$ cat src/rtl/burst_colgen_pkg.sv
package burst_colgen_pkg;

   localparam int unsigned LEN_CODE_W = 3;

   localparam logic [LEN_CODE_W-1:0] LC_ONE  = 3'b000;
   localparam logic [LEN_CODE_W-1:0] LC_TWO  = 3'b001;
   localparam logic [LEN_CODE_W-1:0] LC_FOUR = 3'b010;
   localparam logic [LEN_CODE_W-1:0] LC_EIGHT = 3'b011;
   localparam logic [LEN_CODE_W-1:0] LC_PAGE = 3'b111;

   // decoded burst shape
   typedef struct packed {
      logic       page;    // endless whole-page burst
      logic [1:0] lg;      // log2 of finite length
      logic       bad;     // reserved code seen
   } len_dec_t;

endpackage

$ cat src/rtl/burst_len_decode.sv
module burst_len_decode
   import burst_colgen_pkg::*;
(
   input  logic [LEN_CODE_W-1:0] code_i,
   input  logic                  intl_i,
   input  logic                  is_write_i,
   input  logic                  single_wr_i,
   output len_dec_t              dec_o
);

   len_dec_t raw;

   always_comb begin
      raw = '0;
      unique case (code_i)
         LC_ONE:   raw.lg = 2'd0;
         LC_TWO:   raw.lg = 2'd1;
         LC_FOUR:  raw.lg = 2'd2;
         LC_EIGHT: raw.lg = 2'd3;
         LC_PAGE: begin
            // whole page exists only for the counting order
            if (intl_i) raw.bad  = 1'b1;
            else        raw.page = 1'b1;
         end
         default:  raw.bad = 1'b1;
      endcase
   end

   always_comb begin
      dec_o = raw;
      if (is_write_i && single_wr_i) begin
         dec_o.page = 1'b0;
         dec_o.lg   = 2'd0;
      end
   end

endmodule

$ cat src/rtl/burst_beat_counter.sv
module burst_beat_counter
   import burst_colgen_pkg::*;
#(
   parameter int unsigned COL_W = 8
) (
   input  logic             clk,
   input  logic             rst_n,
   input  logic             start_i,
   input  logic             stop_i,
   input  logic [COL_W-1:0] start_col_i,
   input  logic             intl_i,
   input  len_dec_t         dec_i,
   output logic             active_o,
   output logic             last_o,
   output logic             page_o,
   output logic             intl_o,
   output logic             err_o,
   output logic [COL_W-1:0] base_o,
   output logic [COL_W-1:0] cnt_o,
   output logic [COL_W-1:0] mask_o
);

   logic [COL_W-1:0] mask_d;
   logic             active_q, page_q, intl_q, err_q;
   logic [COL_W-1:0] base_q, cnt_q, mask_q;
   logic             at_end;

   always_comb begin
      if (dec_i.page) mask_d = {COL_W{1'b1}};
      else            mask_d = ~({COL_W{1'b1}} << dec_i.lg);
   end

   assign at_end = active_q && !page_q && (cnt_q == mask_q);

   always_ff @(posedge clk or negedge rst_n) begin
      if (!rst_n) begin
         active_q <= 1'b0;
         page_q   <= 1'b0;
         intl_q   <= 1'b0;
         err_q    <= 1'b0;
         base_q   <= '0;
         cnt_q    <= '0;
         mask_q   <= '0;
      end else if (start_i) begin
         active_q <= 1'b1;
         page_q   <= dec_i.page;
         intl_q   <= intl_i;
         err_q    <= dec_i.bad;
         base_q   <= start_col_i;
         cnt_q    <= '0;
         mask_q   <= mask_d;
      end else if (stop_i) begin
         active_q <= 1'b0;
      end else if (active_q) begin
         if (at_end) active_q <= 1'b0;
         else        cnt_q    <= cnt_q + 1'b1;
      end
   end

   assign active_o = active_q;
   assign last_o   = at_end;
   assign page_o   = page_q;
   assign intl_o   = intl_q;
   assign err_o    = err_q;
   assign base_o   = base_q;
   assign cnt_o    = cnt_q;
   assign mask_o   = mask_q;

   // a whole-page burst keeps running when left alone
   assert_page_runs_R5: assert property (@(posedge clk) disable iff (!rst_n)
      (active_q && page_q && !start_i && !stop_i) |=> active_q);

   // the beat count of a finite burst never passes its mask
   assert_cnt_in_range_R2: assert property (@(posedge clk) disable iff (!rst_n)
      (active_q && !page_q) |-> ((cnt_q & ~mask_q) == '0));

endmodule

$ cat src/rtl/burst_addr_map.sv
module burst_addr_map #(
   parameter int unsigned COL_W = 8
) (
   input  logic [COL_W-1:0] base_i,
   input  logic [COL_W-1:0] cnt_i,
   input  logic [COL_W-1:0] mask_i,
   input  logic             intl_i,
   output logic [COL_W-1:0] col_o
);

   logic [COL_W-1:0] sum;
   assign sum = base_i + cnt_i;

   for (genvar b = 0; b < COL_W; b++) begin : g_bit
      logic seq_bit, xor_bit;
      assign seq_bit  = mask_i[b] ? sum[b] : base_i[b];
      assign xor_bit  = base_i[b] ^ (cnt_i[b] & mask_i[b]);
      assign col_o[b] = intl_i ? xor_bit : seq_bit;
   end

endmodule

$ cat src/rtl/burst_colgen.sv
module burst_colgen
   import burst_colgen_pkg::*;
#(
   parameter int unsigned COL_W = 8
) (
   input  logic                  clk,
   input  logic                  rst_n,
   input  logic                  start_i,
   input  logic [COL_W-1:0]      start_col_i,
   input  logic [LEN_CODE_W-1:0] len_code_i,
   input  logic                  order_i,
   input  logic                  is_write_i,
   input  logic                  single_wr_i,
   input  logic                  stop_i,
   output logic [COL_W-1:0]      col_o,
   output logic                  beat_vld_o,
   output logic                  last_o,
   output logic                  cfg_err_o
);

   if (COL_W < 3 || COL_W > 16) begin : g_bad_width
      $error("burst_colgen: COL_W must lie in 3..16");
   end

   len_dec_t         dec;
   logic             page_q, intl_q;
   logic [COL_W-1:0] base_q, cnt_q, mask_q;

   burst_len_decode u_dec (
      .code_i      (len_code_i),
      .intl_i      (order_i),
      .is_write_i  (is_write_i),
      .single_wr_i (single_wr_i),
      .dec_o       (dec)
   );

   burst_beat_counter #(.COL_W(COL_W)) u_cnt (
      .clk         (clk),
      .rst_n       (rst_n),
      .start_i     (start_i),
      .stop_i      (stop_i),
      .start_col_i (start_col_i),
      .intl_i      (order_i),
      .dec_i       (dec),
      .active_o    (beat_vld_o),
      .last_o      (last_o),
      .page_o      (page_q),
      .intl_o      (intl_q),
      .err_o       (cfg_err_o),
      .base_o      (base_q),
      .cnt_o       (cnt_q),
      .mask_o      (mask_q)
   );

   burst_addr_map #(.COL_W(COL_W)) u_map (
      .base_i (base_q),
      .cnt_i  (cnt_q),
      .mask_i (mask_q),
      .intl_i (intl_q),
      .col_o  (col_o)
   );

   assert_start_first_beat_R1: assert property (@(posedge clk) disable iff (!rst_n)
      start_i |=> (beat_vld_o && col_o == $past(start_col_i)));

   assert_last_in_burst_R2: assert property (@(posedge clk) disable iff (!rst_n)
      last_o |-> beat_vld_o);

   assert_end_after_last_R2: assert property (@(posedge clk) disable iff (!rst_n)
      (last_o && !start_i) |=> !beat_vld_o);

   // only bits inside the burst window may move between beats
   assert_high_bits_fixed_R3: assert property (@(posedge clk) disable iff (!rst_n)
      (beat_vld_o && !start_i && !stop_i && !last_o) |=>
         (((col_o ^ $past(col_o)) & ~mask_q) == '0));

   assert_reserved_flag_R6: assert property (@(posedge clk) disable iff (!rst_n)
      (start_i && (len_code_i inside {3'b100, 3'b101, 3'b110} ||
                   (len_code_i == 3'b111 && order_i))) |=> (cfg_err_o && last_o));

   assert_single_write_R7: assert property (@(posedge clk) disable iff (!rst_n)
      (start_i && is_write_i && single_wr_i) |=> last_o);

   assert_stop_R8: assert property (@(posedge clk) disable iff (!rst_n)
      (stop_i && !start_i) |=> !beat_vld_o);

   assert_page_never_last_R5: assert property (@(posedge clk) disable iff (!rst_n)
      page_q |-> !last_o);

endmodule

$ cat config.mk
export PLATFORM = sky130hd
export DESIGN_NAME = burst_colgen
export DESIGN_NICKNAME = d
export VERILOG_FILES = /design/src/rtl/burst_colgen_pkg.sv /design/src/rtl/burst_len_decode.sv /design/src/rtl/burst_beat_counter.sv /design/src/rtl/burst_addr_map.sv /design/src/rtl/burst_colgen.sv
export SDC_FILE = /design/constraint.sdc
export NUM_CORES = 1
export LEC_CHECK = 0
export BUFFER_PORTS_ARGS = -buffer_cell sky130_fd_sc_hd__buf_2
export CAP_MARGIN = 25
export CORE_MARGIN = 1.5
export CORE_UTILIZATION = 24
export CTS_BUF_LIST = sky130_fd_sc_hd__clkbuf_4
export DETAILED_ROUTE_END_ITERATION = 8
export PLACE_DENSITY = 0.52
export SLEW_MARGIN = 5
export SYNTH_ARGS = -nofsm -noshare
export SYNTH_HDL_FRONTEND = slang
export SYNTH_HIERARCHICAL = 1
export SYNTH_SLANG_ARGS = --single-unit
$ cat constraint.sdc
create_clock -name clk -period 3.9 [get_ports clk]
set_input_delay 0.195 -clock clk [delete_from_list [all_inputs] [get_ports clk]]
set_output_delay 0.195 -clock clk [all_outputs]
set_load 0.05 [all_outputs]
==> results of run 1 <==
## flip-flops by register name, summed over array words and instances, names as in the netlist
signal          flops
u_cnt/base_o        8
u_cnt/cnt_o         8
u_cnt/mask_o        4
u_cnt/active_o      1
u_cnt/err_o         1
u_cnt/intl_o        1
## what timing repair did
item                       4_1_cts  5_1_grt
setup endpoints to repair        0        0
buffers inserted                 0        0
hold endpoints to repair        23        0
hold buffers                     1        0
## layer usage
metal | GRT usage | vias up
li1 | - | 741
met1 | 0.146 | 692
met2 | 0.175 | 12
met3 | 0.0217 | 2
met4 | 0.0128 | 0
met5 | 0 | -
## cells by family (layout without fill, tap and decap cells)
kind of cell / count (synthesis) / in the layout / share of synthesized area
AND/OR/NAND/NOR: 67 / 67 / 0.215
AO/OA/AOI/OAI: 48 / 48 / 0.192
flip-flops: 23 / 23 / 0.330
multiplexers: 17 / 17 / 0.110
buffers and inverters: 13 / 37 / 0.0388
adder cells (fa/ha/maj): 9 / 9 / 0.0690
XOR/XNOR: 9 / 9 / 0.0453
## worst reg2reg max path: stages (launching register included)
cell      delay [ns]
dfrtp_1         0.62
or3b_1          0.48
nor4_2          0.44
a211oi_1        0.16
mux2_1          0.33
## stage by stage
| step | setup WS (ns) | area, sq um |
|---|---|---|
| 4_1_cts | 1.13 | 1990 |
| 5_1_grt | 0.967 | 1990 |
| 2_1_floorplan | 1.16 | 1740 |
| 3_3_place_gp | 1.52 | 1950 |
| 6_report | 1.13 | 1990 |
| 3_5_place_dp | 1.50 | 1950 |
## Yosys cell counts, types with 2 or more instances
library cell  count  area, sq um
a211oi_1          4         30.0
mux2_2           11          124
and2_2            2         15.0
mux2_1            2         22.5
nor3_1            5         25.0
and2_1            2         12.5
o2bb2ai_1         2         17.5
xnor2_1           5         43.8
nand3b_1          2         15.0
nand2_1           9         33.8
nor4b_1           2         17.5
or2_2             3         18.8
a21o_1            2         15.0
a21oi_1          13         65.1
nand2b_1          7         43.8
nor2b_1           3         18.8
ha_1              8          100
o21ai_0           8         40.0
nor2_1           13         48.8
buf_1             3         11.3
or3_1             2         12.5
buf_4             5         37.5
a31oi_1           2         12.5
inv_1             4         15.0
xor2_1            4         35.0
nand3_1          10         50.1
dfrtp_1          23          576
o22ai_1           2         12.5
o21a_1            2         15.0
mux2i_1           3         30.0
## area by class of cell
| class | instances | area (sq um) | area share |
|---|---|---|---|
| Sequential cell | 23 | 576 | 0.289 |
| Clock buffer | 4 | 30.0 | 0.0151 |
| Tap cell | 96 | 120 | 0.0604 |
| Inverter | 4 | 15.0 | 0.00755 |
| Multi-Input combinational cell | 150 | 1100 | 0.552 |
| Timing Repair Buffer | 29 | 150 | 0.0755 |
## power groups by stage
stage                     Sequential, mW  Clock (mW)  Combinational (mW)
after CTS                          0.285       0.131               0.207
final                              0.285       0.125               0.203
after global placement             0.289           0               0.204
after detailed placement           0.290           0               0.205
after floorplan                    0.286           0               0.155
after global routing               0.289       0.140               0.223
## worst max-delay path by stage
stage / from / endpoint / slack [ns] / depth (start not counted)
2_1_floorplan: u_cnt/cnt_o[1]$_DFFE_PN0P_ / col_o[5] / 1.16 / 5
3_3_place_gp: u_cnt/cnt_o[0]$_DFFE_PN0P_ / col_o[6] / 1.52 / 7
3_5_place_dp: u_cnt/cnt_o[0]$_DFFE_PN0P_ / col_o[6] / 1.50 / 7
4_1_cts: u_cnt/cnt_o[0]$_DFFE_PN0P_ / col_o[6] / 1.13 / 7
5_1_grt: u_cnt/cnt_o[0]$_DFFE_PN0P_ / col_o[6] / 0.97 / 7
6_report: u_cnt/cnt_o[0]$_DFFE_PN0P_ / col_o[6] / 1.13 / 7
==> impl_metrics.toml, run 1 <==
[floorplanning]
dieArea_sq_mm = 0.00778
die_w_um = 88.2
row_count = 30
die_h_um = 88.2
core_sq_mm = 0.00691
pin_count = 29
initial_core_util = 0.252

[synth]
yosys_warnings = 6
syn-cell-area_sq_mm = 0.00174
ys_seq_area_frac = 0.330
syn-num-nets = 213
ys_types = 53
syn_inst = 186
syn_area_per_cell_sq_um = 9.36
synth_edf_count = 0
async_flop_share = 1.00
synth_ff_type = "dfrtp_1"
synth-seq-cells = 23

[cells_and_area]
diodes = 0
final_layout_size_suffix_gt1_frac = 0.257
final_cell_mix = "buf_2, dfrtp_1, nor2_1, a21oi_1, mux2_2"
fin_cells = 306
final_common_cell = "buf_2"
final_nets = 238
nFillCells = 758
syn_to_final_growth_pct = 14.2
post-route-util = 0.288

[detailed_routing]
wl_um = 3830
highest_layer = "met4"
dr_wl_met3_um = 93
wl_met2_um = 1790
ant_nets = 0
vias = 1447
wl_per_cell_um = 12.5
drt_pre_antenna_iters = 4
met1Wirelength_um = 1940
drc_errors = 0
vias_per_cell = 4.73
dr.first_iter.drc_count = 62

[setup_path]
r2r_slack_ns = 1.75
r2r_end = "u_cnt/cnt_o[3]$_DFFE_PN0P_"
r2r-start = "u_cnt/mask_o[6]$_DFFE_PN0P_"
r2r_cells = 4
crit_arrival_ns = 2.57
critical_path.max_fanout = 8
required_ns = 3.70
slowest_delay_ns = 0.49
critPathLaunchType = "flip-flop"
path_cells = "ha_1 -> fa_1 -> a21o_1 -> a311oi_2 -> mux2i_1 -> a31oi_1 -> buf_2"
worstSetupPathType = "reg2out"
slowest_stage = "dfrtp_1"
cp-end-kind = "primary output"
cp_top_family = "adder cells"
path_buf_inv = 1

[job]
cap_violations = 0

[place]
gp_congestion = 0.721
place_inst = 301
dp_hpwl_um = 2860
portBuffers = 28

[clocking]
cts_resized = 0
cts.reportedPaths.clkPinSlew_ns = 0.14
clock_sinks = 23
clock-root-buffer = "clkbuf_4"
clock_latency_ns = 0.32
cts_buffer_depth = 2
numCtsBuffers = 3
cts_tree = "built"
cts_htree_levels = 1

[sta]
worst_pin_slew_ns = 0.588
finClkSkew_ns = 0.00900
fmax_mhz = 361
finalHoldViolations = 0
fin_setup_tns_ns = 0
final_max_slew_viol_count = 0
hold_slack_ns = 0.0958
relSlewSlack = 0.608
rsz0062_at_grt = "false"
finalCritPeriodShare = 0.710
finalCriticalPeriod_ns = 2.77
setup_violations = 0

[global_routing]
grt_pass1_wl_um = 6420
track_usage = 0.106
grt_overflow = 0
grt_max_degree = 32
grt_pass1_vias = 1384
grt_antenna_before_repair = 0

[power_and_ir_drop]
ir_worst_vdd_mv = 0.136
p_clk_frac = 0.204
cellLeakagePower_nw = 0.837
p_total_uw = 613
p_seq_frac = 0.464
p_int_uw = 378
p_comb_frac = 0.332
swShare = 0.383
power-per-cell-area_mw_per_mm2 = 308
p_sw_uw = 235

[worst_hold_path]
hp-class = "in2reg"
hp-start = "start_col_i[7]"
hold_depth = 2
hold_end = "u_cnt/base_o[7]$_DFFE_PN0P_"

[status]
status = "complete, no violations"
Note: power is estimated with default switching activity, not from simulation.
==> inputs of run 2 (changes only) <==
--- a/config.mk
+++ b/config.mk
@@ -11,7 +11,7 @@
 export CORE_UTILIZATION = 24
 export CTS_BUF_LIST = sky130_fd_sc_hd__clkbuf_4
 export DETAILED_ROUTE_END_ITERATION = 8
-export PLACE_DENSITY = 0.52
+export PLACE_DENSITY = 0.53
 export SLEW_MARGIN = 5
 export SYNTH_ARGS = -nofsm -noshare
 export SYNTH_HDL_FRONTEND = slang
==> constraint.sdc (replaced) <==
create_clock -name clk -period 2.4 [get_ports clk]
set_input_delay 0.12 -clock clk [delete_from_list [all_inputs] [get_ports clk]]
set_output_delay 0.12 -clock clk [all_outputs]
set_load 0.05 [all_outputs]
==> impl_metrics.toml, run 2 (synthesis results as in run 1) <==
[floorplanning]
core_sq_mm = 0.00691
pin_count = 29
initial_core_util = 0.252
row_count = 30
dieArea_sq_mm = 0.00778
die_h_um = 88.2
die_w_um = 88.2

[clocking]
clock-root-buffer = "clkbuf_4"
cts.reportedPaths.clkPinSlew_ns = 0.13
cts_htree_levels = 1
numCtsBuffers = 3
clock_latency_ns = 0.31
cts_buffer_depth = 2
cts_tree = "built"
clock_sinks = 23

[place]
gp_congestion = 0.738
dp_hpwl_um = 2960
place_area_sq_mm = 0.00200
portBuffers = 28

[cells_and_area]
final_nets = 247
multi_input_area_sq_mm = 0.00112
final_cell_area_sq_mm = 0.00210
final_common_cell = "buf_2"
syn_to_final_growth_pct = 20.8
final_layout_size_suffix_gt1_frac = 0.320
diodes = 0
final_cell_mix = "buf_2, dfrtp_1, nor2_1, a21oi_1, mux2_2"
nFillCells = 756
seq_area_sq_um = 577

[sta]
setup_violations = 0
finalCriticalPeriod_ns = 2.38
finalCritPeriodShare = 0.990
fin_setup_tns_ns = 0
relSlewSlack = 0.589
finalHoldViolations = 0
final_max_slew_viol_count = 0
fmax_mhz = 421
worst_pin_slew_ns = 0.617
finClkSkew_ns = 0.00381
rsz0062_at_grt = "true"

[power_and_ir_drop]
ir_worst_vdd_mv = 0.178
cellLeakagePower_nw = 0.888
power-per-cell-area_mw_per_mm2 = 482

[detailed_routing]
dr.first_iter.drc_count = 52
drc_errors = 0
drt_pre_antenna_iters = 4
wl_per_cell_um = 12.8
vias = 1476
vias_per_cell = 4.69
ant_nets = 0
wl_um = 4020

[global_routing]
grt_antenna_before_repair = 0
grt_max_degree = 32
track_usage = 0.111
grt_pass1_wl_um = 6690
grt_pass1_vias = 1373
grt_overflow = 0

[setup_path]
critical_path.max_fanout = 3
crit_arrival_ns = 2.26
critPathLaunchType = "flip-flop"
required_ns = 2.28
worstSetupPathType = "reg2out"
cp-end-kind = "primary output"

[worst_hold_path]
hp-class = "in2reg"

[status]
status = "complete, no violations"

[job]
cap_violations = 0
-- run 2: cell count changes in the layout (fill, tap and decap cells not counted), moves of 2 or more --
cell	delta
buf_6	+3
ha_2	+2
buf_4	+9
buf_2	-5
ha_1	-2
-- run 2: layer usage --
layer | global-route usage | vias up | routed length (um)
met3 | 0.0198 | 4 | 155
met1 | 0.146 | 693 | 1940
met5 | 0 | - | 0
li1 | - | 759 | -
met2 | 0.188 | 20 | 1880
met4 | 0.0313 | 0 | 44
-- run 2: metrics by stage --
step                instances  hold slack [ns]  total power [mW]  worst slack (ns)   util
floorplan                 186           -0.176             0.722            0.0748      -
finish                    315           0.0342              1.01            0.0231  0.305
global placement          306            0.142             0.812             0.118  0.289
detailed placement        306            0.142             0.815             0.146  0.289
CTS                       312           0.0240              1.01            0.0119  0.298
global route              315           0.0119              1.08            -0.129  0.305
-- run 2: worst paths after layout --
check	endpoint	cells after the start	start	slack, ns
hold / removal	u_cnt/base_o[5]$_DFFE_PN0P_	2	start_col_i[5]	0.03
setup / recovery	col_o[6]	7	u_cnt/base_o[0]$_DFFE_PN0P_	0.02
min in group asynchronous	u_cnt/cnt_o[5]$_DFFE_PN0P_	2	rst_n	0.30
setup reg to reg	u_cnt/cnt_o[3]$_DFFE_PN0P_	4	u_cnt/mask_o[6]$_DFFE_PN0P_	0.48
max in group asynchronous	u_cnt/base_o[1]$_DFFE_PN0P_	2	rst_n	1.71
hold reg to reg	u_cnt/err_o$_DFFE_PN0P_	1	u_cnt/err_o$_DFFE_PN0P_	0.53
-- run 2: cell type report --
type / count / share of cell area
clock buffer: 3 / 0.0107
tap: 96 / 0.0571
multi-input combinational: 150 / 0.534
inverter: 4 / 0.00713
timing repair buffer: 38 / 0.115
clock inverter: 1 / 0.00238
sequential: 23 / 0.274
-- run 2: critical path: stages, from the launching register on --
cell and delay, ns:
dfrtp_1 0.42, ha_2 0.22, fa_2 0.34, a21o_1 0.19, a311oi_2 0.23, mux2i_1 0.25
a31oi_2 0.11, buf_6 0.17
-- run 2: power by group --
part | internal [mW] | switching [mW]
clock network | 0.0621 | 0.118
registers | 0.415 | 0.0405
logic | 0.152 | 0.226
-- run 2: repair_timing --
action,CTS,global route
pin swaps,1,1
buffers inserted,1,3
endpoints found under the hold margin,23,0
resized for setup,6,7
hold buffers,1,0
setup endpoints to repair,3,4
